==> src/rtl/timer8_ctc.sv <==
module timer8_ctc #(
  parameter int W  = 8,
  parameter int PW = 10
) (
  input  logic         clk,
  input  logic         rst_n,
  input  logic [1:0]   mode_sel,
  input  logic [1:0]   out_mode,
  input  logic [2:0]   clk_sel,
  input  logic [W-1:0] top_val,
  input  logic         cnt_wr,
  input  logic [W-1:0] cnt_wdata,
  input  logic [1:0]   flag_clr,
  output logic [W-1:0] count,
  output logic         cmp_flag,
  output logic         ovf_flag,
  output logic         wave_out
);
  localparam logic [W-1:0] MAXV = '1;

  logic [PW-1:0] pre;
  logic tick, hit, wrap, ctc_clr;

  always_comb begin
    case (clk_sel)
      3'd1:    tick = 1'b1;
      3'd2:    tick = &pre[2:0];
      3'd3:    tick = &pre[4:0];
      3'd4:    tick = &pre[5:0];
      3'd5:    tick = &pre[6:0];
      3'd6:    tick = &pre[7:0];
      3'd7:    tick = &pre[9:0];
      default: tick = 1'b0;
    endcase
  end

  assign hit     = tick && !cnt_wr && (count == top_val);
  assign wrap    = tick && !cnt_wr && (count == MAXV);
  assign ctc_clr = hit && (mode_sel == 2'd2);

  always_ff @(posedge clk) begin
    if (!rst_n) begin
      pre      <= '0;
      count    <= '0;
      cmp_flag <= 1'b0;
      ovf_flag <= 1'b0;
      wave_out <= 1'b0;
    end else begin
      pre <= pre + 1'b1;
      if (cnt_wr)       count <= cnt_wdata;
      else if (ctc_clr) count <= '0;
      else if (tick)    count <= count + 1'b1;
      cmp_flag <= hit  | (cmp_flag & ~flag_clr[0]);
      ovf_flag <= wrap | (ovf_flag & ~flag_clr[1]);
      if (hit && out_mode == 2'd1) wave_out <= ~wave_out;
    end
  end
endmodule

==> config.mk <==
export PLATFORM = sky130hd
export DESIGN_NAME = timer8_ctc
export DESIGN_NICKNAME = d
export VERILOG_FILES = /design/src/rtl/timer8_ctc.sv
export SDC_FILE = /design/constraint.sdc
export NUM_CORES = 1
export LEC_CHECK = 0
export ABC_AREA = 1
export BUFFER_PORTS_ARGS = -buffer_cell sky130_fd_sc_hd__buf_4
export CORE_ASPECT_RATIO = 1.25
export CORE_MARGIN = 4
export CORE_UTILIZATION = 52
export CTS_BUF_LIST = sky130_fd_sc_hd__clkbuf_8
export DETAILED_ROUTE_END_ITERATION = 8
export PLACE_DENSITY = 0.81
export SLEW_MARGIN = 30
export SYNTH_ARGS = -nofsm -noshare
export SYNTH_HDL_FRONTEND = slang
export SYNTH_SLANG_ARGS = --single-unit
==> constraint.sdc <==
create_clock -name clk -period 2.1 [get_ports clk]
set_input_delay 0.105 -clock clk [delete_from_list [all_inputs] [get_ports clk]]
set_output_delay 0.105 -clock clk [all_outputs]
set_load 0.005 [all_outputs]
# Yosys cells after proc, flatten, opt, wreduce, memory -nomap -nowiden
# Index checks and enable logic that the tools add are counted.
[totals]
latch_bits = 0
rom_bits = 0
n_memories = 0
out_inout_bits = 11
mem_bits_rw = 0
register_bits = 21
input_bits = 28
elab_cells = 42
[op_classes]
div = 0
shift = 0
n_mul = 0
reduce_logical = 13
bitwise = 7
eq_ne = 11
n_addsub = 2
order_cmp = 0
n_mux = 4
[ops]
columns = ["operator", "n"]
rows = [
  ["$mux 8", 3],
  ["$eq 3x3->1 const B", 4],
  ["$add 10x1->10 const B", 1],
  ["$reduce_and 10->1", 1],
  ["$add 8x1->8 const B", 1],
  ["$eq 8x8->1", 1],
  ["$eq 8x8->1 const B", 1],
  ["$reduce_and 8->1", 1],
  ["$pmux 1 s7", 1],
  ["$reduce_and 7->1", 1],
  ["$eq 3x2->1 const B", 2],
  ["$reduce_and 6->1", 1],
  ["$logic_and 1x1->1", 5],
  ["$reduce_and 5->1", 1],
  ["$eq 3x1->1 const B", 1],
  ["$not 1->1", 3],
  ["$reduce_and 3->1", 1],
  ["$reduce_bool 3->1", 1],
  ["$and 1x1->1", 2],
  ["$eq 2x1->1 const B", 1],
  ["$eq 2x2->1 const B", 1],
  ["$or 1x1->1", 2],
  ["$logic_not 1->1", 1],
]

# Logic depth before layout (Yosys ltp)
[depth]
word_depth = 7
mapped_depth = 14

# Worst setup path after synthesis
# OpenSTA, ideal clock, no wires.
[synth_timing]
kind = "reg2reg"
startpoint = "register pre[0]"
endpoint = "register wave_out"
setup_ns = 0.113
stages_incl_launch_ff = 13
period_less_slack_ns = 1.488
arrival_time_ns = 1.375
required_time_ns = 1.987
path_slack_ns = 0.612
path_cell_list = "dfxtp_1 ha_1 nand2_1 inv_1 nand2_1 nor2_2 nand2_1 nand3_2 nand3_4 nor2_2 nand3_2 nor2_1 nor2_1"
[synth_between]
elab_chain_cells = 5
elab_cells_between_ends = 10
classes_between = "mux (1); reduce/logical (9)"
[synth_lines]
columns = ["element", "line_no", "text"]
rows = [
  ["start: declaration", "21", "logic [PW-1:0] pre;"],
  ["start signal: assignment", "49", "pre <= pre + 1'b1;"],
  ["$reduce_and 10->1 (tied with other cells)", "32", "3'd7: tick = &pre[9:0];"],
  ["$pmux 1 s7 (*)", "25", "case (clk_sel)"],
  ["$logic_and 1x1->1 (*) (2 in a row)", "37", "assign hit = tick && !cnt_wr && (count == top_val);"],
  ["$logic_and 1x1->1 (*)", "55", "if (hit && out_mode == 2'd1) wave_out <= ~wave_out;"],
  ["end signal: assignment", "55", ""],
  ["end: declaration", "17", "output logic wave_out"],
]
# Every way passes the cells marked *; elsewhere a longest branch is shown, timed or not.
# A chain may end at the register's enable or synchronous reset.

# Worst setup path after layout
[layout_timing]
startpoint = "register pre[0]"
endpoint = "register count[6]"
[layout_between]
elab_chain_cells = 7
elab_cells_between_ends = 13
classes_between = "mux (3); reduce/logical (10)"
[layout_lines]
columns = ["element", "line_no", "text"]
rows = [
  ["$reduce_and 10->1 (tied with other cells)", "32", ""],
  ["$pmux 1 s7 (*)", "25", ""],
  ["$logic_and 1x1->1 (2 in a row)", "37", ""],
  ["$logic_and 1x1->1", "39", "assign ctc_clr = hit && (mode_sel == 2'd2);"],
  ["$mux 8", "51", "else if (ctc_clr) count <= '0;"],
  ["$mux 8", "50", "if (cnt_wr) count <= cnt_wdata;"],
  ["end signal: assignment", "50", ""],
  ["end signal: assignment", "52", "else if (tick) count <= count + 1'b1;"],
  ["end: declaration", "14", "output logic [W-1:0] count,"],
]
# Marked as above.

==> qor.txt <==
Overall Power -> 836 uW
status -> complete, no violations
die outline height -> 63.1 microns
synthesized-area fraction occupied by and/or/nand/nor cells -> 32.6%
worst supply voltage drop on vdd -> 550 uV
Detailed Routing Iterations Pass 1 -> 4
grt ovf -> 0
Final Cycle Share -> 84.2%
insertion delay to the later sink of the worst-skew pair -> 0.26 ns
Tightest Pin Transition -> 0.285 ns
Hold Buf Count CTS -> 0
largest fanout on the critical path -> 4
average vias per placed instance -> 5.10
Cell Chain, Critical Path -> ha_1, nand2_1, inv_1, nand2_1, nor2_2, nand2_1, nand3_2, nand3_4, nor2_2, nand2_1, nand3_1, a21oi_1
Crit path required time -> 2.24 ns
Post-CTS Setup Bufs -> 0
fraction of the mapped netlist area in adder cells -> 2.97%
Data arrival, critical path -> 1.91 ns
crit-path most repeated cell -> nand2_1
main combinational cell family by area after synthesis -> simple AND/OR/NAND/NOR gates
Slew Viols, Final -> 0
count of instances resized after the clock tree is built -> 0
final layout net count -> 253
placeable core region -> 0.00226 sq mm
Port Buffers -> 38
maximum number of pins on one net before global-route repair -> 15
number of nets produced by synthesis -> 212
number of endpoints failing setup at the final stage -> 0
via total after detailed routing -> 1285
Min Clock Period, post-route -> 1.77 ns
Total Routing Usage GR -> 21.3%
RSZ-0062 raised after global routing -> false
number of inserted filler cells in the final layout -> 196
headroom to the max-slew limit -> 81.0%
half-perimeter wire length of the detailed placement result -> 2.51 mm
number of cells on the worst reg-to-reg path -> 12
horizontal die dimension -> 52.1 microns
I/O pin count -> 39
final weighted congestion in routability-driven placement -> 0.882
clock tree sinks -> 21
largest clock skew in the final design -> 0.00346 ns
H-tree depth -> 1
number of warnings issued by yosys -> 0
total count of hold-check failures in the final report -> 0
HP Start -> flag_clr[1]
root buf cell -> clkbuf_8
number of CTS-inserted buffers -> 3
class of the worst hold path -> in2reg
Syn Area/Cell -> 6.98 sq um
cell area after synthesis -> 0.00126 sq mm
endpoint of the most critical register-to-register path -> count[6]
type of the worst setup path -> reg2reg
xor-xnor portion of the synthesized cell area -> 10.4%
endpoint class of the critical path -> flip-flop
Pwr per Cell Area -> 516 mW/mm^2
row count -> 19
sequential cell area fraction in the yosys report -> 33.3%
min setup slack post-route -> 0.331 ns
wire length of the first global-routing pass -> 5.34 mm
final setup TNS -> 0 ns
count of mapped cells out of synthesis -> 181
number of global-route vias before repair -> 1305
Initial Utilization -> 56.0%
number of inserted diodes -> 0
worst slack after detailed placement -> 0.375 ns
start of the worst register-to-register path -> pre[0]
number of DRC markers after the initial detailed-route iteration -> 28
hold path depth -> 4
library cell contributing the largest single delay on the critical path -> dfxtp_1
buffer levels on the longest clock path -> 2
delay of the slowest cell on the worst path -> 0.36 ns
Unique masters post-synth -> 24
total routed wirelength -> 3.21 mm
#FFs+latches synth -> 21
Max Clock Freq -> 0.565 GHz
slack of the worst reg-to-reg path -> 0.33 ns
fraction of layout cells with a size suffix above 1 -> 25.3%
endpoint with the worst hold slack -> ovf_flag
area enclosed by the die boundary -> 0.00329 sq mm
kind of start point of the critical path -> flip-flop
Synth Area in Compound Gates -> 10.3%
layout overhead on the synthesized area -> 28.2%
fraction of synthesized area in multiplexers -> 0%
number of antenna violations at the first check in global routing -> 0
clock tree from TritonCTS -> built
Post-DRT Antenna Nets -> 0
drt wl/cell -> 12.7 microns
leakage power summed over all cells -> 0.840 nW
number of design rule violations left after detail routing -> 0
CTS clock-pin slew for the worst setup and hold paths -> 0.07 ns
reported max-cap violation count -> 0
logic make-up after synthesis:
group,Yosys count
and+or+nand+nor,85
xor gates and xnor gates,15
AOI/OAI and AO/OA,23
adders and majority gates,3
buffers and inverters,34
DFF,21
metrics by stage:
stage	util (%)	instances	hold WS (ns)	instance area [sq um]
2_1_floorplan	-	181	0.243	1260
3_3_place_gp	69.8	248	0.362	1580
3_5_place_dp	69.8	248	0.366	1580
4_1_cts	71.7	252	0.0883	1620
5_1_grt	71.7	252	0.117	1620
6_report	71.7	252	0.0952	1620
flip-flops by register name, summed over array words and instances (netlist names):
name	count
pre	10
count	8
cmp_flag	1
ovf_flag	1
wave_out	1
Yosys cell counts (all sizes together):
| library cell | count | area [sq um] |
|---|---|---|
| a21oi | 13 | 80.1 |
| and3b | 1 | 10.0 |
| buf | 2 | 12.5 |
| dfxtp | 21 | 420 |
| ha | 3 | 37.5 |
| inv | 32 | 120 |
| nand2 | 40 | 153 |
| nand3 | 15 | 108 |
| nand4 | 3 | 18.8 |
| nor2 | 24 | 105 |
| nor3 | 1 | 5.00 |
| nor3b | 1 | 12.5 |
| o21ai | 10 | 50.1 |
| xnor2 | 2 | 17.5 |
| xor2 | 13 | 114 |
layout make-up:
type | instances | area (sq um) | area share (%)
clock buffer | 3 | 41.3 | 2.55
sequential | 21 | 420 | 25.9
inverter | 32 | 120 | 7.41
clock inverter | 1 | 3.75 | 0.232
multi-input combinational | 126 | 711 | 43.9
timing repair buffer | 38 | 285 | 17.6
tap | 31 | 38.8 | 2.39
cells in the final DEF, fill, tap and decap left out:
master    instances
nor2_4            1
nand3_4           1
nand3_1          10
xor2_1           13
buf_4            38
a21oi_4           1
dfxtp_1          21
and3b_2           1
nand4_1           3
inv_2             1
ha_1              3
nor3b_2           1
nand3_2           4
clkbuf_8          3
inv_1            32
o21ai_0          10
nor2_1           20
nor2_2            3
a21oi_2           1
a21oi_1          11
nand2_1          39
xnor2_1           2
nor3_1            1
nand2_2           1
worst max-delay path, delay by kind of cell, from the launching register on:
kind                     cells  cell delay, ns
AO/OA/AOI/OAI                1            0.08
buffers and inverters        1            0.07
adder cells (fa/ha/maj)      1            0.18
flip-flops                   1            0.36
AND/OR/NAND/NOR              9            0.97
where the power goes:
part           internal, mW  leakage, nW  switching, mW
clock                 0.130       0.0269          0.122
sequential            0.413        0.171         0.0215
combinational        0.0775        0.642         0.0718
total                 0.621        0.840          0.215
routing by layer:
layer  up-vias  global-route usage [%]  wire length, microns
met5         -                       0                     0
met4         0                    10.5                    91
met3         9                    4.48                   223
met2        45                    39.8                  1710
met1       590                    21.1                  1180
li1        641                       -                     -
worst max-delay path by stage:
| stage | start | endpoint | slack, ns | depth (start not counted) |
|---|---|---|---|---|
| floorplan | pre[0] | wave_out | 0.61 | 12 |
| global placement | pre[0] | count[4] | 0.48 | 14 |
| detailed placement | pre[0] | count[4] | 0.38 | 14 |
| CTS | pre[0] | count[2] | 0.33 | 14 |
| global route | pre[0] | count[2] | 0.12 | 14 |
| finish | pre[0] | count[6] | 0.33 | 12 |
No activity file was read; power rests on OpenSTA's default activity.
